--- src/rtl/split_pwm_pkg.sv ---
package split_pwm_pkg;
  localparam int PWM_W = 8;

  typedef enum logic {
    SPLIT_FOUR = 1'b0,
    SPLIT_TWO  = 1'b1
  } split_e;
endpackage

--- src/rtl/split_pwm_ticker.sv ---
module split_pwm_ticker #(
  parameter int W = split_pwm_pkg::PWM_W
) (
  input  logic         clk,
  input  logic         rst_n,
  output logic [W-1:0] pos_o,
  output logic         last_o
);
  localparam logic [W-1:0] POS_MAX = {W{1'b1}};

  logic [W-1:0] pos_q;

  always_ff @(posedge clk or negedge rst_n) begin
    if (!rst_n) pos_q <= '0;
    else        pos_q <= pos_q + 1'b1;
  end

  assign pos_o  = pos_q;
  assign last_o = (pos_q == POS_MAX);
endmodule

--- src/rtl/split_pwm_hold.sv ---
module split_pwm_hold #(
  parameter int W = split_pwm_pkg::PWM_W
) (
  input  logic                  clk,
  input  logic                  rst_n,
  input  logic                  load_i,
  input  logic [W-1:0]          duty_i,
  input  split_pwm_pkg::split_e mode_i,
  output logic [W-1:0]          duty_o,
  output split_pwm_pkg::split_e mode_o
);
  logic [W-1:0]          duty_q;
  split_pwm_pkg::split_e mode_q;

  always_ff @(posedge clk or negedge rst_n) begin
    if (!rst_n) begin
      duty_q <= '0;
      mode_q <= split_pwm_pkg::SPLIT_FOUR;
    end else if (load_i) begin
      duty_q <= duty_i;
      mode_q <= mode_i;
    end
  end

  assign duty_o = duty_q;
  assign mode_o = mode_q;
endmodule

--- src/rtl/split_pwm_shaper.sv ---
module split_pwm_shaper #(
  parameter int W = split_pwm_pkg::PWM_W
) (
  input  logic                  clk,
  input  logic                  rst_n,
  input  logic [W-1:0]          pos_i,
  input  logic [W-1:0]          duty_i,
  input  split_pwm_pkg::split_e mode_i,
  input  logic                  en_i,
  output logic                  pwm_o
);
  localparam int NVAR = 2;

  // hi_vec[v] is the level for a split into 2**(v+1) sub-cycles
  logic [NVAR-1:0] hi_vec;

  for (genvar g = 1; g <= NVAR; g++) begin : g_split
    localparam int SB = g;
    localparam int PB = W - SB;
    logic [SB-1:0] idx;
    logic [PB-1:0] offs;
    logic [PB-1:0] base;
    logic [SB-1:0] spread;
    logic [PB:0]   width;

    assign idx    = pos_i[W-1:PB];
    assign offs   = pos_i[PB-1:0];
    assign base   = duty_i[W-1:SB];
    assign spread = duty_i[SB-1:0];
    assign width  = {1'b0, base} + {{PB{1'b0}}, (idx < spread)};
    assign hi_vec[g-1] = ({1'b0, offs} < width);
  end

  logic level;
  always_comb begin
    case (mode_i)
      split_pwm_pkg::SPLIT_TWO: level = hi_vec[0];
      default:                  level = hi_vec[1];
    endcase
  end

  logic pwm_q;
  always_ff @(posedge clk or negedge rst_n) begin
    if (!rst_n) pwm_q <= 1'b0;
    else        pwm_q <= en_i & level;
  end

  assign pwm_o = pwm_q;
endmodule

--- src/rtl/split_pwm.sv ---
module split_pwm #(
  parameter int W = split_pwm_pkg::PWM_W
) (
  input  logic         clk,
  input  logic         rst_n,
  input  logic [W-1:0] duty_i,
  input  logic         mode_i,
  input  logic         en_i,
  output logic         pwm_o
);
  logic [W-1:0]          pos_w;
  logic                  last_w;
  logic [W-1:0]          duty_q_w;
  split_pwm_pkg::split_e mode_q_w;
  split_pwm_pkg::split_e mode_in_w;

  assign mode_in_w = split_pwm_pkg::split_e'(mode_i);

  split_pwm_ticker #(.W(W)) u_ticker (
    .clk    (clk),
    .rst_n  (rst_n),
    .pos_o  (pos_w),
    .last_o (last_w)
  );

  split_pwm_hold #(.W(W)) u_hold (
    .clk    (clk),
    .rst_n  (rst_n),
    .load_i (last_w),
    .duty_i (duty_i),
    .mode_i (mode_in_w),
    .duty_o (duty_q_w),
    .mode_o (mode_q_w)
  );

  split_pwm_shaper #(.W(W)) u_shaper (
    .clk    (clk),
    .rst_n  (rst_n),
    .pos_i  (pos_w),
    .duty_i (duty_q_w),
    .mode_i (mode_q_w),
    .en_i   (en_i),
    .pwm_o  (pwm_o)
  );
endmodule

--- config.mk ---
export PLATFORM = sky130hd
export DESIGN_NAME = split_pwm
export DESIGN_NICKNAME = d
export VERILOG_FILES = /design/src/rtl/split_pwm_pkg.sv /design/src/rtl/split_pwm_ticker.sv /design/src/rtl/split_pwm_hold.sv /design/src/rtl/split_pwm_shaper.sv /design/src/rtl/split_pwm.sv
export SDC_FILE = /design/constraint.sdc
export NUM_CORES = 1
export LEC_CHECK = 0
export BUFFER_PORTS_ARGS = -buffer_cell sky130_fd_sc_hd__buf_2
export CAP_MARGIN = 10
export CORE_UTILIZATION = 54
export CTS_BUF_LIST = sky130_fd_sc_hd__clkbuf_8
export DETAILED_ROUTE_END_ITERATION = 8
export PLACE_DENSITY_LB_ADDON = 0.08
export SLEW_MARGIN = 25
export SYNTH_ARGS = -nofsm -noshare
export SYNTH_HDL_FRONTEND = slang
export SYNTH_SLANG_ARGS = --single-unit
--- constraint.sdc ---
create_clock -name clk -period 1.9 [get_ports clk]
set_input_delay 0.475 -clock clk [delete_from_list [all_inputs] [get_ports clk]]
set_output_delay 0.475 -clock clk [all_outputs]
set_load 0.1 [all_outputs]
==> results of run 1 <==
cells in the mapped netlist, types with 3 or more instances:
cell      instances
nand2b_1          3
mux2_2            9
dfrtp_1          18
xor2_1           10
xnor2_1           6
o21ai_0           4
nand3_1          11
ha_1             17
inv_1             5
nand2_1           5
power breakdown:
group	leakage (nW)	switching, mW	internal [mW]
sequential	0.237	0	0.383
clock	0.0216	0.125	0.141
combinational	0.451	0.0107	0.00811
total	0.709	0.136	0.532
state kept, by name, indices dropped and copies added (netlist names):
register / count
u_hold.duty_o: 8
u_hold.mode_o: 1
u_shaper.pwm_o: 1
u_ticker.pos_o: 8
what timing repair did:
action	CTS	global route
hold buffers	0	0
gates resized for setup	11	3
setup endpoints to repair	1	1
pin swaps	7	5
setup buffers	2	2
final cells by class:
cell class / count / area (sq um)
multi-input cells: 83 / 789.5
well taps: 27 / 33.78
repair buffers: 28 / 192.7
clock buffers: 3 / 41.29
inverters: 5 / 18.77
fillers: 141 / 495.5
flip-flops and latches: 18 / 450.4
routing by layer:
metal,up-vias,global-route usage (%),routed length [um]
met3,8,4.050,114
met2,30,41.20,1399
met4,0,12.25,74
met1,447,29.92,1166
li1,440,-,-
met5,-,0,0
logic make-up (layout without fill, tap and decap cells):
kind of cell	after synthesis	count (layout)
and+or+nand+nor	29	29
DFF	18	18
adders and majority gates	17	17
xor gates and xnor gates	16	16
AOI/OAI and AO/OA	12	12
muxes	9	9
buffers and inverters	7	36
worst max path at each step:
stage	startpoint	end	depth (start not counted)
floorplan	u_ticker.pos_o[7]$_DFF_PN0_	u_shaper.pwm_o$_DFF_PN0_	9
global placement	u_hold.duty_o[1]$_DFFE_PN0N_	u_shaper.pwm_o$_DFF_PN0_	10
detailed placement	u_hold.duty_o[1]$_DFFE_PN0N_	u_shaper.pwm_o$_DFF_PN0_	10
CTS	u_hold.duty_o[1]$_DFFE_PN0N_	u_shaper.pwm_o$_DFF_PN0_	10
global route	u_ticker.pos_o[7]$_DFF_PN0_	u_shaper.pwm_o$_DFF_PN0_	10
finish	u_ticker.pos_o[7]$_DFF_PN0_	u_shaper.pwm_o$_DFF_PN0_	10
==> run metrics, run 1 <==
outcome complete, but fails checks; failing checks setup timing; Synth Area per Inst between 10 and 15 sq um; prevailing post-synth register cell dfrtp_1; Async SR Flop Fraction 100.0%; via count slightly above 900; Core Region ~0.002 sq mm; RSZ-0062 raised after global routing true; Initial Utilization between 50% and 60%; Mapped Cells 108; Final Hold Fails 0; Final Cycle Share 117.5%; clk_lat worst skew around 250 ps; Worst path slowest cell dfrtp_1; CP max stage delay roughly 410 ps; LEAKAGE between 0.7 and 0.8 nW; largest family of logic cells by synthesized area adder cells; Post-Synth Adder-Cell Area between 10% and 20%; Post-Syn Area ~0.0012 sq mm; Worst Tran Pin Value 481.5 ps; Bufs on Longest Clock Path 2; hold crit path type primary input to async pin; most frequent cells in the layout dfrtp_1 (18), buf_4 (15), ha_1 (12), buf_2 (12); Worst Setup End Kind flip-flop; largest net degree at the start of global routing 19; crit path kind flip-flop to flip-flop; die height a little under 50 um; number of flops mapped to enable cells by yosys 0; HPWL Detailed about 1900 um; die area about 0.0024 sq mm; CP bufs+invs 1; DR vias/cell roughly 5.6; top cells by area, synth dfrtp_1 (38%), ha_1 (18%), mux2_2 (8.5%); worst setup margin -332.4 ps; Post-DP Area 0.001389 sq mm; Residual DRC 0; Reg clk slew, reported paths about 70 ps; DR iter-0 viols 20; setup total negative slack -332.4 ps; initial antenna violation count 0; PD cells ~440 mW/mm^2; Synth Area in Simple Gates 13.38%; IO Pins 13; fin. max-slew vios 0; Root Driver clkbuf_8; DRT antenna net count 0; cts bufs inserted 3; routed len/inst between 15 and 20 um; multiplexer share of the synthesized area under 10%; sequential area share after synthesis between 30% and 40%; final WL roughly 2800 um; complex-gate fraction of the synthesized area under 10%; overall power 0.6677 mW; area grow syn2layout 28.56%; pre-CTS WS -314.9 ps; commonest non-fill, non-tap cell in the layout dfrtp_1; Synth top area share a little under two fifths; First-pass DRT Iterations 5; H-Tree Level Count 1; Final setup violation count 1; CP Max Fanout 3; cell family with most CP delay compound AO/OA/AOI/OAI gates; Ant. Diodes 0; syn_nets 137; Non-Filler Instances approximately 160; TritonCTS clock tree yes; CP Data Required Time ~2100 ps; Synth cell types 24; XOR/XNOR Fraction of Synth Area 11.80%; first-pass GRT wire length approximately 4300 um; reg-to-reg slack, setup -330 ps; share of cells above drive strength 1 a little over 40%; RD Place Congestion roughly 0.8; Slew HR between 60 and 70%; Max Freq 447.9 MHz; Period minus WS final between 2000 and 2500 ps; Congestion Overflow GR 0; CTS sink count 18; max cap viols 0; sequence of cells on the critical path buf_4 > ha_4 > a21oi_4 > ha_4 > nand2_1 > xor2_1 > ha_1 > o21ai_1 > o21ai_1 > a221oi_2; final core utilization between 70% and 80%; vias in the first global route just under 1000; All-Layer GR Usage around a quarter; final hold slack between 150 and 200 ps; dpl cells around 160; synth warn 0; Setup crit start kind flip-flop; leading area contributor after synthesis dfrtp_1; Die W 48.89 um; Final Skew around 0.98 ps; FF+latch count, synth 18; maximum vdd ir drop between 0.3 and 0.4 mV; Reg2Reg Depth 10; final-stage net count roughly 170; CP arrival ~2400 ps; IO buf count 12; fin area around 0.0015 sq mm; worst reg2reg path startpoint u_ticker.pos_o[7]$_DFF_PN0_; FF-to-FF End u_shaper.pwm_o$_DFF_PN0_; Rows 16
Note: power is estimated with default switching activity, not from simulation.
==> run 2, diff against run 1 <==
- CORE_MARGIN: default -> 2
- CORE_UTILIZATION: 54 -> 50
- SLEW_MARGIN: 25 -> 20
==> run 2 against run 1 <==
Against the previous run: the flow still finishes with violations (setup timing); core utilization down 8.2 points; global-route usage is 3.6 points lower; die area rose by 16%; cell count decreased by 0.61%; clock skew is 2.0 ps higher; setup slack improved by 98 ps; worst hold slack got worse by 3.7 ps; largest power group unchanged.
==> run metrics, run 2 (same netlist as run 1, synthesis figures left out) <==
pre-CTS WS -313.1 ps (was -314.9 ps); CP Data Required Time 2050 ps (was 2060 ps); hold crit path type primary input to async pin (unchanged); multi-input combinational cell area 780.7 sq um (was 789.5 sq um); commonest non-fill, non-tap cell in the layout dfrtp_1 (unchanged); Bufs on Longest Clock Path 2 (unchanged); area grow syn2layout 26.66% (was 28.56%); DR iter-0 viols 4 (was 20); Slew HR 67.91% (was 68.12%); Rows 17 (was 16); Reg clk slew, reported paths 60 ps (was 70 ps); Final Skew 2.986 ps (was 0.9846 ps); Root Driver clkbuf_8 (unchanged); Ant. Diodes 0 (unchanged); Final Hold Fails 0 (unchanged); Initial Utilization 53.17% (was 58.73%); first-pass GRT wire length 4105 um (was 4326 um); most frequent cells in the layout dfrtp_1 (18), ha_1 (13), buf_4 (13), buf_2 (12), nand3_1 (10) (was dfrtp_1 (18), buf_4 (15), ha_1 (12), buf_2 (12)); Net Sw Frac 19.53% (was 20.31%); final-stage net count 166 (was 168); Post-CTS Setup Inserts 0 (was 2); Post-CTS Hold Buffers 0 (unchanged); Layout fillers 183 (was 141); Gate power share 2.7% (was 2.8%); maximum vdd ir drop 0.3497 mV (was 0.3836 mV); LEAKAGE 0.7032 nW (was 0.7093 nW); die height 52.73 um (was 48.89 um); Final Cycle Share 112.4% (was 117.5%); clock power share 39.3% (was 39.8%); clk_lat worst skew 250 ps (about the same); IO buf count 12 (unchanged); Die W 52.73 um (was 48.89 um); DRT antenna net count 0 (unchanged); Internal 0.5317 mW (was 0.5321 mW); outcome complete, but fails checks (unchanged); CP Max Fanout 3 (unchanged); die area 0.002780 sq mm (was 0.002390 sq mm); max cap viols 0 (unchanged); via count 850 (was 925); Congestion Overflow GR 0 (unchanged); routed len/inst 14.31 um (was 16.79 um); Residual DRC 0 (unchanged); failing checks setup timing (unchanged); net switching power 0.1290 mW (was 0.1356 mW); initial antenna violation count 0 (unchanged); crit path kind flip-flop to flip-flop (unchanged); RD Place Congestion 0.7682 (was 0.8010); overall power 0.6607 mW (was 0.6677 mW); Final setup violation count 1 (unchanged); H-Tree Level Count 1 (unchanged); First-pass DRT Iterations 2 (was 5); share of cells above drive strength 1 39.26% (was 40.88%); Worst Setup End Kind flip-flop (unchanged); share of power burned in registers 58.0% (was 57.4%); Setup crit start kind flip-flop (unchanged); final WL 2332 um (was 2754 um); Worst Tran Pin Value 484.7 ps (was 481.5 ps); TritonCTS clock tree yes (unchanged); HPWL Detailed 1892 um (was 1901 um); CP arrival 2290 ps (was 2400 ps); cts bufs inserted 3 (unchanged); fin. max-slew vios 0 (unchanged); IO Pins 13 (unchanged); CTS sink count 18 (unchanged); PD cells 439.3 mW/mm^2 (was 437.4 mW/mm^2); Max Freq 468.4 MHz (was 447.9 MHz); Period minus WS final 2135 ps (was 2232 ps); Core Region 0.002233 sq mm (was 0.002022 sq mm); RSZ-0062 raised after global routing true (unchanged); Reg2Reg Depth 9 (was 10); register area 450.4 sq um (unchanged); worst setup margin -234.9 ps (was -332.4 ps); vias in the first global route 940 (was 981); largest net degree at the start of global routing 19 (unchanged); DR vias/cell 5.215 (was 5.640); All-Layer GR Usage 20.73% (was 24.38%)
-- run 2: cell type report --
type / instances / area share [%]
clock buffer: 3 / 2.745
multi-input combinational: 83 / 51.91
tap: 28 / 2.329
timing repair buffer: 26 / 11.81
inverter: 5 / 1.248
sequential: 18 / 29.95
-- run 2: repair_timing --
action	in CTS	in global routing
hold endpoints to repair	0	0
cloned	0	0
pin swaps	9	4
resized for setup	9	3
endpoints found under the setup margin	1	1
-- run 2: per-layer routing --
layer / GRT usage, % / share of wire, %
met5: 0 / 0
met3: 4.000 / 1.8
met4: 6.410 / 0.43
met2: 37.50 / 54
met1: 24.37 / 44
-- run 2: path summary, 6_finish.rpt --
path,slack (ps),startpoint,endpoint
worst max-delay path,-230,u_ticker.pos_o[7]$_DFF_PN0_,u_shaper.pwm_o$_DFF_PN0_
worst min-delay path,150,rst_n,u_shaper.pwm_o$_DFF_PN0_
worst max register to register,-230,u_ticker.pos_o[7]$_DFF_PN0_,u_shaper.pwm_o$_DFF_PN0_
worst min register to register,520,u_ticker.pos_o[1]$_DFF_PN0_,u_ticker.pos_o[1]$_DFF_PN0_
max in group asynchronous,1460,rst_n,u_hold.mode_o$_DFFE_PN0N_
min in group clk,460,duty_i[1],u_hold.duty_o[1]$_DFFE_PN0N_
-- run 2: critical path, cell delays in order (launching register included) --
cell	delay, ps
dfrtp_1	410
ha_1	290
a21oi_2	160
ha_2	210
and3_4	200
xnor2_1	120
ha_1	260
o21ai_2	70
a221oi_2	70
a221oi_2	260
-- run 2: stage by stage --
stage / utilization (%) / hold slack, ps / instances / TNS (ps) / instance area (sq um)
after global routing: 67.34 / 176.7 / 163 / -367.3 / 1504
after floorplan: - / 179.4 / 108 / -161.3 / 1209
after detailed placement: 62.91 / 430.6 / 160 / -313.1 / 1405
after global placement: 62.91 / 426.3 / 160 / -228.0 / 1405
after CTS: 66.67 / 162.0 / 163 / -258.1 / 1489
final: 67.34 / 149.7 / 163 / -234.9 / 1504
-- run 2: power by group through the flow --
stage | sequential (mW) | clock [mW] | combinational [mW]
6_report | 0.383 | 0.259 | 0.0181
5_1_grt | 0.383 | 0.282 | 0.0210
4_1_cts | 0.383 | 0.267 | 0.0189
3_5_place_dp | 0.390 | 0 | 0.0188
3_3_place_gp | 0.390 | 0 | 0.0182
2_1_floorplan | 0.390 | 0 | 0.000768
==> run 3, diff against run 2 <==
- CORE_UTILIZATION: 50 -> 40
- CTS_BUF_LIST: sky130_fd_sc_hd__clkbuf_8 -> sky130_fd_sc_hd__clkbuf_8 sky130_fd_sc_hd__clkbuf_16
- SKIP_LAST_GASP: default -> 1
==> run 3 against run 2 <==
Against the previous run: the run still ends with setup timing left; fmax shrank 0.49%; die area increased by 23%; worst hold slack improved by 7.9 ps; power grew 0.61%; setup slack got worse by 11 ps; routed wire length down 2.3%; core utilization down 13 points; via count is 2.0% higher; clock-buffer cell count is the same; sequential cell count unchanged; first-iteration DRC count rose to 3.8 times the previous value; largest cell class unchanged; largest power group unchanged.
==> run metrics, run 3 (same netlist as run 1, synthesis figures left out) <==
Period minus WS final 2145 ps (was 2135 ps); cts bufs inserted 3 (unchanged); Layout fillers 258 (was 183); DRT antenna net count 0 (unchanged); IO Pins 13 (unchanged); Reg clk slew, reported paths 70 ps (was 60 ps); PD cells 440.9 mW/mm^2 (was 439.3 mW/mm^2); maximum vdd ir drop 0.3661 mV (was 0.3497 mV); final WL 2279 um (was 2332 um); Congestion Overflow GR 0 (unchanged); IO buf count 12 (unchanged); RSZ-0062 raised after global routing true (unchanged); HPWL Detailed 1829 um (was 1892 um); most frequent cells in the layout dfrtp_1 (18), buf_4 (14), ha_1 (12), buf_2 (12), nand3_1 (10) (was dfrtp_1 (18), ha_1 (13), buf_4 (13), buf_2 (12), nand3_1 (10)); CP Max Fanout 4 (was 3); reg-to-reg slack, setup -250 ps (was -230 ps); Max Freq 466.1 MHz (was 468.4 MHz); DR top layer met4 (unchanged); RD Place Congestion 0.8199 (was 0.7682); Worst Tran Pin Value 481.7 ps (was 484.7 ps); worst setup margin -245.5 ps (was -234.9 ps); via count 867 (was 850); CP most frequent cell ha_4; commonest non-fill, non-tap cell in the layout dfrtp_1 (unchanged); share of cells above drive strength 1 41.18% (was 39.26%); Worst path slowest cell dfrtp_1 (unchanged); DR vias/cell 5.192 (was 5.215); max cap viols 0 (unchanged); Setup crit start kind flip-flop (unchanged); Bufs on Longest Clock Path 2 (unchanged); routed len/inst 13.65 um (was 14.31 um); WL met3 61 um (was 43 um); worst reg2reg path startpoint u_ticker.pos_o[7]$_DFF_PN0_ (unchanged); DR iter-0 viols 15 (was 4); Core Region 0.002781 sq mm (was 0.002233 sq mm); Die W 58.49 um (was 52.73 um); Post-CTS Setup Inserts 0 (unchanged); crit path kind flip-flop to flip-flop (unchanged); LEAKAGE 0.7096 nW (was 0.7032 nW); Initial Utilization 42.69% (was 53.17%); Slew HR 68.11% (was 67.91%); first-pass GRT wire length 4050 um (was 4105 um); clk_lat worst skew 250 ps (about the same); failing checks setup timing (unchanged); sequence of cells on the critical path nor2b_1 > ha_2 > ha_4 > nand3_2 > xor2_2 > ha_4 > a21oi_2 > and3_1 > o21ai_2 > a221oi_2 (was ha_1 > a21oi_2 > ha_2 > and3_4 > xnor2_1 > ha_1 > o21ai_2 > a221oi_2 > a221oi_2); Rows 19 (was 17); CTS sink count 18 (unchanged); CP arrival 2300 ps (was 2290 ps); final hold slack 157.6 ps (was 149.7 ps); hold crit path type primary input to async pin (unchanged); die height 58.49 um (was 52.73 um); Final setup violation count 1 (unchanged); Post-CTS Hold Buffers 0 (unchanged); area grow syn2layout 26.98% (was 26.66%); Final Skew 2.379 ps (was 2.986 ps); Residual DRC 0 (unchanged); Worst Setup End Kind flip-flop (unchanged); CP max stage delay 400 ps (was 410 ps); M1 WL 1063 um (was 1025 um); TritonCTS clock tree yes (unchanged); H-Tree Level Count 1 (unchanged); final core utilization 54.21% (was 67.34%); fin. max-slew vios 0 (unchanged); FF-to-FF End u_shaper.pwm_o$_DFF_PN0_ (unchanged); vias in the first global route 942 (was 940); met2 WL 1123 um (was 1251 um); initial antenna violation count 0 (unchanged); largest net degree at the start of global routing 19 (unchanged); Ant. Diodes 0 (unchanged); die area 0.003421 sq mm (was 0.002780 sq mm); outcome complete, but fails checks (unchanged); Root Driver clkbuf_8 (unchanged); final-stage net count 167 (was 166); Final Cycle Share 112.9% (was 112.4%); First-pass DRT Iterations 3 (was 2); Reg2Reg Depth 10 (was 9); Final Hold Fails 0 (unchanged); CP Data Required Time 2060 ps (was 2050 ps); All-Layer GR Usage 15.76% (was 20.73%)
run 3: changes by cell type in the layout (fill, tap and decap cells not counted), sizes merged:
cell,before,now
buf,26,27
run 3: worst max-delay path, delay by kind of cell, from the launching register on:
kind	cells	cell delay, ps
compound gates	3	420
xor+xnor	1	220
fa+ha+maj	3	630
flops	1	400
simple gates	3	390
run 3: worst max path at each step:
stage                                          end  cells past startpoint  slack, ps                         start
final                     u_shaper.pwm_o$_DFF_PN0_                     10       -250   u_ticker.pos_o[7]$_DFF_PN0_
after global routing      u_shaper.pwm_o$_DFF_PN0_                     10       -390  u_hold.duty_o[1]$_DFFE_PN0N_
after CTS                 u_shaper.pwm_o$_DFF_PN0_                      9       -250   u_ticker.pos_o[7]$_DFF_PN0_
after detailed placement  u_shaper.pwm_o$_DFF_PN0_                     10       -340   u_ticker.pos_o[7]$_DFF_PN0_
after global placement    u_shaper.pwm_o$_DFF_PN0_                     10       -230   u_ticker.pos_o[7]$_DFF_PN0_
after floorplan           u_shaper.pwm_o$_DFF_PN0_                      9       -160   u_ticker.pos_o[7]$_DFF_PN0_
run 3: area by class of cell:
| type | instances | area (sq um) | share of cell area (%) |
|---|---|---|---|
| sequential | 18 | 450.4 | 29.88 |
| inverter | 5 | 18.77 | 1.245 |
| clock buffer | 3 | 41.29 | 2.739 |
| multi-input combinational | 83 | 773.2 | 51.29 |
| tap | 31 | 38.79 | 2.573 |
| timing repair buffer | 27 | 185.2 | 12.28 |
run 3: power by group:
| part | internal, mW | switching [mW] | total [mW] |
|---|---|---|---|
| logic | 0.00806 | 0.0103 | 0.0184 |
| registers | 0.383 | 0 | 0.383 |
| clock network | 0.141 | 0.122 | 0.263 |
run 3: through the flow:
step / cell area (sq um) / total power, mW / std cells / worst slack, ps / TNS (ps)
after floorplan: 1209 / 0.3912 / 108 / -161.3 / -161.3
after global placement: 1416 / 0.4090 / 164 / -228.5 / -228.5
after detailed placement: 1416 / 0.4095 / 164 / -343.8 / -343.8
after CTS: 1508 / 0.6827 / 167 / -250.0 / -250.0
after global routing: 1508 / 0.6958 / 167 / -391.8 / -391.8
final: 1508 / 0.6647 / 167 / -245.5 / -245.5
run 3: repair_timing:
action,in CTS,in global routing
pin swaps,9,2
endpoints found under the hold margin,0,0
gates cloned,0,0
setup endpoints to repair,1,1
resized for setup,12,0
run 3: metal layers:
metal | global-route usage (%) | up-vias
li1 | - | 445
met1 | 18.84 | 408
met2 | 27.29 | 10
met3 | 2.857 | 4
met4 | 7.309 | 0
met5 | 0 | -
